## src/rtl/bp_pkg.sv

```systemverilog
package bp_pkg;

    localparam int unsigned CODE_W = 4;
    localparam int unsigned DUR_W  = 10;   // holds up to 600 us

    typedef logic [CODE_W-1:0] dur_code_t;
    typedef logic [DUR_W-1:0]  dur_us_t;

    typedef struct packed {
        logic      fire;
        dur_code_t code;
    } jam_req_t;

    // Microsecond length for each duration code
    function automatic dur_us_t code_to_us(input dur_code_t c);
        dur_us_t r;
        case (c)
            4'd0:    r = dur_us_t'(5);
            4'd1:    r = dur_us_t'(10);
            4'd2:    r = dur_us_t'(15);
            4'd3:    r = dur_us_t'(25);
            4'd4:    r = dur_us_t'(50);
            default: r = dur_us_t'(100) + dur_us_t'(50) * dur_us_t'(c - 4'd5);
        endcase
        return r;
    endfunction

endpackage

```

## src/rtl/bp_us_tick.sv

```systemverilog
module bp_us_tick #(
    parameter int unsigned CLKS_PER_US = 100
) (
    input  logic clk,
    input  logic rst,
    input  logic run,
    output logic tick
);
    localparam int unsigned CW = (CLKS_PER_US > 1) ? $clog2(CLKS_PER_US) : 1;

    generate
        if (CLKS_PER_US == 1) begin : g_direct
            assign tick = run;
        end else begin : g_div
            logic [CW-1:0] cnt;
            always_ff @(posedge clk) begin
                if (rst || !run) begin
                    cnt <= '0;
                end else if (cnt == CW'(CLKS_PER_US - 1)) begin
                    cnt <= '0;
                end else begin
                    cnt <= cnt + 1'b1;
                end
            end
            assign tick = run && (cnt == CW'(CLKS_PER_US - 1));

            // ticks are spaced by the full divider period
            tick_spacing_chk: assert property (@(posedge clk) disable iff (rst)
                tick |=> !tick);
        end
    endgenerate
endmodule

```

## src/rtl/bp_trigger.sv

```systemverilog
module bp_trigger
    import bp_pkg::*;
#(
    parameter int unsigned LVL_W = 14
) (
    input  logic             clk,
    input  logic             rst,
    input  logic             rx_start,
    input  logic             da_match,
    input  logic [LVL_W-1:0] fill_level,
    input  logic [LVL_W-1:0] hw_thresh,
    input  logic             half_duplex,
    input  logic             mode_any,
    input  logic             mode_match,
    input  dur_code_t        dur_code,
    input  logic             busy,
    output jam_req_t         req
);
    logic over_hw;
    logic src_ok;

    assign over_hw = fill_level > hw_thresh;
    assign src_ok  = mode_any || (mode_match && da_match);

    always_comb begin
        req.fire = rx_start && half_duplex && over_hw && src_ok && !busy;
        req.code = dur_code;
    end

    // a request is only raised above the high-water mark
    fire_over_hw_chk: assert property (@(posedge clk) disable iff (rst)
        req.fire |-> (fill_level > hw_thresh) && rx_start);
endmodule

```

## src/rtl/bp_jam_timer.sv

```systemverilog
module bp_jam_timer
    import bp_pkg::*;
(
    input  logic     clk,
    input  logic     rst,
    input  jam_req_t req,
    input  logic     half_duplex,
    input  logic     tick,
    output logic     active
);
    dur_us_t remaining;

    always_ff @(posedge clk) begin
        if (rst || !half_duplex) begin
            active    <= 1'b0;
            remaining <= '0;
        end else if (!active && req.fire) begin
            active    <= 1'b1;
            remaining <= code_to_us(req.code);
        end else if (active && tick) begin
            if (remaining == dur_us_t'(1)) begin
                active    <= 1'b0;
                remaining <= '0;
            end else begin
                remaining <= remaining - 1'b1;
            end
        end
    end


    // Nothing runs after a full-duplex cycle.
    fdx_idle_chk: assert property (@(posedge clk) disable iff (rst)
        !$past(half_duplex) |-> !active);


    // A running jam never gains time.
    no_restart_chk: assert property (@(posedge clk) disable iff (rst)
        $past(active) && active |-> remaining <= $past(remaining));


    // A normal end follows the last tick.
    clean_end_chk: assert property (@(posedge clk) disable iff (rst)
        $fell(active) && !$past(rst) && $past(half_duplex)
        |-> $past(tick) && ($past(remaining) == dur_us_t'(1)));


    // The remaining count stays inside the table range.
    range_chk: assert property (@(posedge clk) disable iff (rst)
        active |-> (remaining >= dur_us_t'(1)) && (remaining <= dur_us_t'(600)));
endmodule

```

## src/rtl/bp_jam_gen.sv

```systemverilog
module bp_jam_gen
    import bp_pkg::*;
#(
    parameter int unsigned LVL_W       = 14,
    parameter int unsigned CLKS_PER_US = 100
) (
    input  logic             clk,
    input  logic             rst,
    input  logic             rx_start,
    input  logic             da_match,
    input  logic [LVL_W-1:0] fill_level,
    input  logic [LVL_W-1:0] hw_thresh,
    input  logic             half_duplex,
    input  logic             mode_any,
    input  logic             mode_match,
    input  logic [3:0]       dur_code,
    output logic             jam_on,
    output logic             busy
);
    jam_req_t req;
    logic     active;
    logic     tick;

    bp_trigger #(.LVL_W(LVL_W)) u_trig (
        .clk(clk), .rst(rst), .rx_start(rx_start), .da_match(da_match),
        .fill_level(fill_level), .hw_thresh(hw_thresh),
        .half_duplex(half_duplex), .mode_any(mode_any), .mode_match(mode_match),
        .dur_code(dur_code_t'(dur_code)), .busy(active), .req(req)
    );

    bp_us_tick #(.CLKS_PER_US(CLKS_PER_US)) u_tick (
        .clk(clk), .rst(rst), .run(active), .tick(tick)
    );

    bp_jam_timer u_timer (
        .clk(clk), .rst(rst), .req(req), .half_duplex(half_duplex),
        .tick(tick), .active(active)
    );

    assign jam_on = active && half_duplex;
    assign busy   = active;


    // Reset leaves the block idle.
    reset_idle_chk: assert property (@(posedge clk)
        $past(rst) |-> !jam_on && !busy);
endmodule

```

## config.mk

```make
export PLATFORM = sky130hd
export DESIGN_NAME = bp_jam_gen
export DESIGN_NICKNAME = d
export VERILOG_FILES = /design/src/rtl/bp_pkg.sv /design/src/rtl/bp_us_tick.sv /design/src/rtl/bp_trigger.sv /design/src/rtl/bp_jam_timer.sv /design/src/rtl/bp_jam_gen.sv
export SDC_FILE = /design/constraint.sdc
export NUM_CORES = 1
export LEC_CHECK = 0
export BUFFER_PORTS_ARGS = -buffer_cell sky130_fd_sc_hd__buf_2
export CELL_PAD_IN_SITES_DETAIL_PLACEMENT = 1
export CELL_PAD_IN_SITES_GLOBAL_PLACEMENT = 2
export CORE_ASPECT_RATIO = 0.8
export CORE_UTILIZATION = 33
export CTS_BUF_LIST = sky130_fd_sc_hd__clkbuf_4 sky130_fd_sc_hd__clkbuf_8
export DETAILED_ROUTE_END_ITERATION = 8
export PLACE_DENSITY_LB_ADDON = 0.12
export SKIP_CTS_REPAIR_TIMING = 1
export SLEW_MARGIN = 30
export SYNTH_ARGS = -nofsm -noshare
export SYNTH_HDL_FRONTEND = slang
export SYNTH_HIERARCHICAL = 1
export SYNTH_SLANG_ARGS = --single-unit
```

## constraint.sdc

```tcl
create_clock -name clk -period 6.4 [get_ports clk]
set_clock_uncertainty 0.15 [all_clocks]
set_input_delay 1.92 -clock clk [delete_from_list [all_inputs] [get_ports clk]]
set_output_delay 1.92 -clock clk [all_outputs]
set_load 0.05 [all_outputs]
```

* Word-level counts from Yosys, hierarchy flattened
Index checks and enable logic that the tools add are counted.
Storage, ports and cells: flip-flop bits (word level) 18, bits in latches 0, memory bits (writable) 0, memory bits (read-only) 0, memories kept 0
Cells by class: add/subtract/negate cells 4, multipliers 1, divide/modulo/power cells 0, magnitude comparators 1, equality and inequality tests 6, shifts and indexed selects 0, muxes and demuxes 7, bitwise gates (word level) 0, reduce and logical (&&, ||, !) cells 19
Operators by type and width (number):
- $pmux W10 S5 | 1
- $mux W10 | 3
- $gt A14 B14 Y1 | 1
- $add A7 B10 Y10 const A | 1
- $eq A10 B1 Y1 const B | 1
- $mul A5 B10 Y9 const A | 1
- $sub A10 B1 Y10 const B | 1
- $logic_and A1 B1 Y1 | 9
- $eq A4 B2 Y1 const B | 2
- $add A7 B1 Y7 const B | 1
- $eq A7 B7 Y1 const B | 1
- $sub A4 B3 Y5 const B | 1
- $eq A4 B1 Y1 const B | 1
- $eq A4 B3 Y1 const B | 1
- $logic_not A4 Y1 | 1
- $reduce_bool A2 Y1 | 2
- $logic_or A1 B1 Y1 | 3
- $mux W1 | 3
- $logic_not A1 Y1 | 2
- $reduce_and A2 Y1 | 1
- $reduce_or A2 Y1 | 1

* Longest topological paths before layout
Gate-level depths: netlist of run 1.
word-level depth 7, mapped depth 16

* Modules after synthesis
Netlist of run 1, hierarchy kept.
By module, submodules not included:
- bp_jam_timer | times used 1, cells an instance 172, area each 1373.8 µm²
- bp_trigger | times used 1, cells an instance 56, area each 405.4 µm²
- bp_us_tick | times used 1, cells an instance 35, area each 320.3 µm²
- bp_jam_gen | times used 1, cells an instance 1, area each 6.3 µm²

* Least setup slack after synthesis of run 1
No wires, ideal clock.
path kind in2reg, from in dur_code[0], to reg u_timer.remaining[9], setup time 0.075 ns, arrival time 4.923 ns, data required time 6.175 ns, slack 1.252 ns, stages on the path 13, buffers on the path 1, path through buf_4 > inv_1 > ha_1 > xnor2_2 > ha_1 > ha_1 > fa_1 > ha_1 > a21oi_1 > a21oi_1 > nor4_1 > xnor3_1 > o22ai_1
On the way: word-level cells in the longest chain between the ends 5, elaborated cells between the ends (all ways) 10, classes of those cells 2 x add/sub; 1 x mul; 4 x eq/ne; 2 x mux; 1 x reduce/logical
RTL lines:
- from (decl) | line bp_jam_gen.sv:16 | input logic [3:0] dur_code,
- $sub A4 B3 Y5 | line bp_pkg.sv:23 | default: r = dur_us_t'(100) + dur_us_t'(50) * dur_us_t'(c - 4'd5);
- $mul A5 B10 Y9 | line bp_pkg.sv:23
- $add A7 B10 Y10 | line bp_pkg.sv:23
- $pmux W10 S5 * | line bp_pkg.sv:17 | case (c)
- $mux W10 * | line bp_jam_timer.sv:17 | end else if (!active && req.fire) begin
- to (signal assigned) | line bp_jam_timer.sv:19 | remaining <= code_to_us(req.code);
- to (signal assigned) | line bp_jam_timer.sv:25 | remaining <= remaining - 1'b1;
- to (decl) | line bp_jam_timer.sv:11 | dur_us_t remaining;
Mark *: on every way between the ends. The rest lies on a longest branch, timed or not. A chain may end at the register's enable or synchronous reset.

* Worst setup path after layout of run 1
Same ends and word-level chain as after synthesis.

==> summary by stage, run 1 <==
Run status
The run finished with clean final reports.

Floorplan
The die is 91.3 um wide. The full die area is 6710 um^2. The number of core rows is 25. The floorplan core area is 6040 um^2. The number of I/O pins is 41. The vertical die dimension is 73.5 um. The initial standard-cell utilization of the core is 34.9%.

Global route
The initial antenna violation count is 0. The remaining global-route overflow is 0. The via count of the first global-routing pass came to 1868. Entering global routing, the biggest net connects 15 pins.

Global routing consumed, over all layers together, 16.3% of the routing resources. The first global-routing pass estimated 8.76 mm of wire.

STA
The number of endpoints with negative hold slack in the final report is 0. The final count of negative-setup-slack endpoints is 0. The final critical path time including I/O delays and setup is 5160 ps.

The transition at the pin with the smallest max-transition slack is 613 ps. The setup slack after layout is 1240 ps. The share of the clock period used by the worst path after layout is 80.6%. Static timing analysis puts the maximum clock frequency at 0.194 GHz.

The final setup TNS is 0 ps. Setup repair after global routing left no endpoint under its margin. The final max-slew violation count came to 0.

Headroom to the max-slew limit came out at 59.1%.

Drt
The first-pass iteration count of the detailed router is 4. After detailed routing, the number of remaining DRC violations is 0. After detailed routing, the average wire length per cell comes to 13.7 um. The number of nets with antenna violations after detailed routing is 0. Across all layers, the routed design uses 1940 vias. For this block, the routed nets add up to 5.21 mm of wire. The post-detailed-route via-to-cell ratio is 5.12. The number of DRC markers after the initial detailed-route iteration is 75.

Hold path
The path with the worst hold slack has its endpoint at u_tick/g_div.cnt[0]. The worst min-delay path class is flop to flop. In this run the most critical hold path is launched from u_tick/g_div.cnt[0].

The number of cells traversed by the worst hold path is 1.

Setup path
The critical path in this run is classified as primary input to flop. The largest fanout on the critical path is 6. The worst endpoint data arrival time is 5190 ps. In this run the critical register-to-register path is captured at u_timer/remaining[7]. The type of element launching the critical path is a primary input. The critical path endpoint category is a flop. The cell count of the worst reg-to-reg path is 6. The worst reg-to-reg setup slack is 3710 ps.

The critical path data required time is 6430 ps. The most critical setup path has its startpoint at dur_code[0]. The startpoint identified for the worst register-to-register timing path is u_timer/active.

Logic synthesis
The number of nets in the synthesized netlist is 340. The count of warnings emitted by yosys is 6. The synthesized design contains 0 enable-type register cells.

Counting every instance in the synthesized netlist gives 264. The cell area that synthesis handed to floorplanning was 2110 um^2. Summed over its instances, the top area cell type makes up 19.6% of the synthesized netlist area. In this run, synthesis produced a sequential element count of 18. The largest total area in the synthesized netlist belongs to ha_1. The predominant post-synthesis flop cell is dfxtp_1. Counting flops with an async set or reset pin after synthesis yields a share of 0%. The sequential area share after synthesis is 17.1%. In this run the mean area of a mapped cell was 7.98 um^2. In the post-synthesis netlist, the biggest area contributors are ha_1, dfxtp_1, a21oi_1. The post-synthesis cell type count is 61.

Run
Max-cap violations in this run came to 0.

Pwr
The sequential share of power is 28.4%. Summed over all cells, the static leakage comes to 1.11 nW. The internal portion of the total power is 260 uW.

In this run the power spent charging and discharging nets is 147 uW. The switching portion of total power is 36.1%. The power per cell area is 170 nW/um^2. The peak ir drop on the vdd network is 0.0490 mV. Per report_power, the combinational group accounts for 51.7% of the total. The clock network accounts for 19.9% of the total power.

Final layout
The post-route netlist has 19.1% of its cells at a drive strength greater than 1. The area of combinational cells with multiple inputs is 1560 um^2. The post-synthesis to final-layout area growth is 13.8%. Across the whole layout, storage elements account for 360 um^2. The filler cells instantiated in the layout total 760.

Measured on the finished design, the core utilization comes to 39.7%. 0 antenna diodes ended up in the layout. The top cell types in the final layout, fill and taps aside, are buf_2, ha_1, inv_1.

The most common cell after layout, fill and taps aside is buf_2. The net count of the finished layout is 376.

Place
During placement, the flow inserted port buffers numbering 40. The placer congestion estimate is 0.780. Prior to clock tree synthesis, the placed netlist has a worst setup slack of 953 ps. The detailed placement HPWL is 4.34 mm.

Clocking
The number of clock sinks is 18. The maximum buffer depth of the clock tree is 2. The clock transition at the register clock pins on the worst setup and hold paths after CTS is 70 ps. The tree is rooted in a clkbuf_8. In this run the number of H-tree levels came out at 1. TritonCTS created 3 clock buffers.

The clock reaches the later pin of the worst-skew pair after 260 ps. The TritonCTS clock tree is done.
[final cells by class]
class | count | area share [%]
Multi-Input combinational cell | 202 | 65.2
Sequential cell | 18 | 15.0
Timing Repair Buffer | 40 | 8.35
Inverter | 35 | 5.48
Tap cell | 81 | 4.23
Clock buffer | 3 | 1.72
[worst max-delay path: stages]
cell	delay, ps
buf_2	130
inv_1	110
ha_1	320
xnor2_2	260
ha_1	290
ha_1	330
fa_1	460
ha_1	360
a21oi_1	240
a21oi_1	100
nor4_1	300
xnor3_1	260
o22ai_1	120
[routing by layer]
| layer | global-route usage [%] | up-vias | part of all wire (%) |
|---|---|---|---|
| met5 | 0 | - | 0 |
| met3 | 4.04 | 5 | 4.7 |
| li1 | - | 1002 | - |
| met1 | 22.7 | 898 | 53 |
| met2 | 26.1 | 35 | 42 |
| met4 | 2.65 | 0 | 0.56 |
[power by group through the flow]
stage,Combinational [mW],Clock (mW),Sequential (mW)
finish,0.211,0.0808,0.116
global route,0.237,0.0896,0.116
CTS,0.216,0.0841,0.116
detailed placement,0.214,0,0.118
global placement,0.213,0,0.118
floorplan,0.165,0,0.118
[through the flow]
step                area [um^2]  total power [mW]  instances  hold WS (ps)
CTS                        2400             0.416        379           319
global route               2400             0.443        379           328
global placement           2360             0.331        376           290
floorplan                  2110             0.283        264           279
finish                     2400             0.407        379           312
detailed placement         2360             0.333        376           310
[worst max-delay path by stage]
stage	cells after the start	endpoint	slack, ps
floorplan	13	u_timer/remaining[9]	1250
global placement	16	u_timer/remaining[9]	970
detailed placement	16	u_timer/remaining[9]	950
CTS	16	u_timer/remaining[9]	1220
global route	13	u_timer/remaining[9]	1010
finish	13	u_timer/remaining[9]	1240
[logic make-up after synthesis]
group	Yosys count	share of synthesized area, %
compound gates	65	20.6
flops	18	17.1
mux	1	0.535
xor+xnor	15	7.90
buf+inv	44	8.68
simple gates	84	21.8
fa+ha+maj	37	23.4
[state kept, by name, summed over array words and instances (netlist names)]
| signal | flops |
|---|---|
| u_timer/remaining | 10 |
| u_timer/active | 1 |
| u_tick/g_div.cnt | 7 |
[Yosys cell counts (all sizes together) (4+ instances only)]
library cell / instances
buf: 7
xnor2: 6
nand3: 8
nor3: 7
or3: 5
nor2: 17
nand2b: 4
dfxtp: 18
o21ai: 11
ha: 33
xor2: 7
nand4: 5
inv: 35
nand2: 19
a21oi: 27
fa: 4
Note: power is estimated with default switching activity, not from simulation.
==> run 2: changes to the inputs <==
Settings changed: CORE_UTILIZATION 33 to 30.
Clock period 6.4 ns to 4.5 ns, I/O delays scaled along.
==> run 2 against run 1 <==
  * Sequential power increased by 41%
  * Critical endpoint unchanged
  * Die area increased by 9.7%
  * Via count up 4.5%
  * Final cell count grew 7.1%
  * Non-clock buffer count rose by 23
  * Critical path depth rose by 2
  * Global-route usage is 0.24 points higher
  * Hold slack worse by 0.72 ps
  * Sequential share of layout area fell by 1.3 points
==> summary by stage, run 2 (synthesis gave the netlist of run 1 again) <==
Drt
The first routing iteration left 60 violations. The final wirelength is 5.62 mm. The first-pass iteration count of the detailed router is 4. The post-detailed-route via-to-cell ratio is 4.99. The detail-routed net length per standard cell is 13.8 um.

The detail route stage leaves a number of antenna-violating nets equal to 0. The number of DRC violations after detailed routing is 0. For this block, the via count after detailed routing is 2027.

STA
The worst slew slack as a fraction of its limit is 62.5%. The number of endpoints with negative hold slack in the final report is 0. Setup repair after global routing left no endpoint under its margin. The final max-slew violation count is 0.

The transition at the pin with the smallest max-transition slack is 561 ps. Setup violations remaining at the end of the flow were counted as 0. Final hold analysis gives a worst-case slack of 312 ps. Based on the critical path, the design can be clocked at up to 0.233 GHz. After layout, the worst setup slack is 206 ps. The final critical path time including I/O delays and setup is 4290 ps. The share of the clock period used by the worst path after layout is 95.4%.

Setup path
The critical path class is primary input to flop. The cell count of the worst reg-to-reg path is 8. Data arrives at the worst endpoint at 4330 ps. The start point of the critical path is dur_code[0]. The largest fanout on the critical path is 4. The kind of cell with the highest combined delay along the critical path is adder cells. In this design, the stage delay of the slowest critical-path cell is 500 ps. In this run the number of cells on the critical path is 15. The critical path contains buffers and inverters numbering 5 combined. The most numerous cell type found on the critical path is inv_1.

STA classifies the critical path endpoint as a flop. The largest individual stage delay along the critical path comes from the cell fa_1. The worst reg-to-reg setup slack is 1960 ps. The type of element launching the critical path is a primary input.

The critical path data required time is 4540 ps. Traced cell by cell, the critical path runs through buf_2, inv_1, ha_4, xnor2_4, ha_1, fa_1, inv_1, fa_1, inv_1, ha_1, inv_1, and3_1, nor4_2, xnor3_1, o22ai_1. The destination of the worst register-to-register timing path is u_timer/remaining[8]. The startpoint of the worst-slack reg-to-reg timing path is u_tick/g_div.cnt[0]. The destination of the critical timing path is u_timer/remaining[9].

Floorplan
The initial standard-cell utilization of the core is 32.0%. The core region is 6570 um^2. The horizontal die dimension is 95.7 um. The vertical die dimension is 76.9 um. The floorplan step defined a die boundary enclosing 7360 um^2. The floorplan has 26 rows.

41 I/O pins were placed.

Final layout
The most common cell after layout, fill and taps aside is buf_2. The number of antenna diodes is 0. Cells fill 40.1% of the core in the end. The count of nets after finishing is 399.

Cells with a size suffix above 1 make up 26.4% of the layout. The largest registers in the layout are u_timer/remaining: 10 flops, u_tick/g_div.cnt: 7 flops, u_timer/active: 1 flops. The register containing the most flip-flops in the final layout is u_timer/remaining.

The post-synthesis to final-layout area growth is 25.1%. Leaving out fill and tap cells, the most frequent cells in the layout are buf_2, inv_1, ha_1. The number of flip-flops in the largest register is 10. The final cell area excluding filler cells is 2630 um^2.

Global route
Entering global routing, the biggest net connects 13 pins. The initial antenna violation count was 0. After global routing the overflow that remains totals 0. The first global-routing pass estimated 9.76 mm of wire. The overall track demand over capacity in global routing is 16.6%. The via count of the first global-routing pass was 2046.

Clocking
The tree is rooted in a clkbuf_8. The number of buffers created by CTS is 3. The maximum buffer depth of the clock tree is 2. The TritonCTS clock tree is done. The clock reaches the later pin of the worst-skew pair after 260 ps. The number of clock sinks is 18.

Clock-pin slew was measured on the worst setup and hold paths at 70 ps. The number of levels in the clock H-tree is 1.

Place
Input and output buffers added on the ports amount to 40. The placer congestion estimate is 0.737. The placement-stage cell area is 2560 um^2. The worst slack at placement is -131 ps.

The detailed placement HPWL is 4.78 mm.

Pwr
The switching power is 234 uW. The peak ir drop on the vdd network is 0.0999 mV. The cell leakage power is 1.23 nW. Net switching is 34.9% of the power.

The power per cell area is 255 nW/um^2. The share of total power dissipated in sequential elements is 24.5%. The clock network fraction of design power is 20.3%. The completed layout was analyzed and its total power is 671 uW. Internal power comes to 437 uW. Of the total power, combinational logic draws 55.2%.

Run status
The flow ran to the end, and the final reports show no timing, DRC or antenna violations.

Run
The count of max-cap constraint violations is 0.

Hold path
The worst min-delay path class is flop to flop.
[run 2: cell types whose count changed in the layout (fill, tap and decap cells not counted)]
cell | before | now
buf_4 | 0 | 23
ha_1 | 33 | 31
ha_4 | 0 | 2
a21oi_1 | 26 | 25
a21oi_2 | 1 | 2
clkbuf_8 | 3 | 4
nor4_1 | 2 | 1
nor4_2 | 1 | 2
xnor2_2 | 1 | 0
xnor2_4 | 0 | 1
[run 2: worst min path at each step]
stage | from | to | slack, ps | cells after the start
floorplan | u_tick/g_div.cnt[0] | u_tick/g_div.cnt[0] | 280 | 1
global placement | u_tick/g_div.cnt[0] | u_tick/g_div.cnt[0] | 290 | 1
detailed placement | u_tick/g_div.cnt[0] | u_tick/g_div.cnt[0] | 310 | 1
CTS | u_tick/g_div.cnt[0] | u_tick/g_div.cnt[0] | 320 | 1
global route | u_tick/g_div.cnt[0] | u_tick/g_div.cnt[0] | 360 | 1
finish | u_tick/g_div.cnt[0] | u_tick/g_div.cnt[0] | 310 | 1
[run 2: routing by layer]
| metal | track usage, % | vias to the layer above | routed length, um | share of wire [%] |
|---|---|---|---|---|
| met4 | 1.34 | 0 | 0 | 0 |
| met5 | 0 | - | 0 | 0 |
| met1 | 25.1 | 940 | 3020 | 54 |
| met3 | 3.27 | 0 | 203 | 3.6 |
| met2 | 24.9 | 38 | 2400 | 43 |
| li1 | - | 1049 | - | - |
[run 2: per-stage QoR]
step | TNS [ps] | cells
after CTS | 0 | 406
after floorplan | 0 | 264
final | 0 | 406
after detailed placement | -195 | 402
after global routing | 0 | 406
after global placement | -34.4 | 402
[run 2: layout make-up]
cell class,instances,area (um^2)
inverter,35,131
clock buffer,4,55.1
tap,84,105
fill,816,3940
sequential,18,360
multi-input combinational,202,1610
timing repair buffer,63,373
[run 2: power by group through the flow]
stage          Clock [mW]  Combinational [mW]  Sequential (mW)
2_1_floorplan           0               0.247            0.168
3_3_place_gp            0               0.358            0.168
3_5_place_dp            0               0.365            0.168
4_1_cts             0.142               0.369            0.164
5_1_grt             0.147               0.413            0.165
6_report            0.136               0.370            0.164
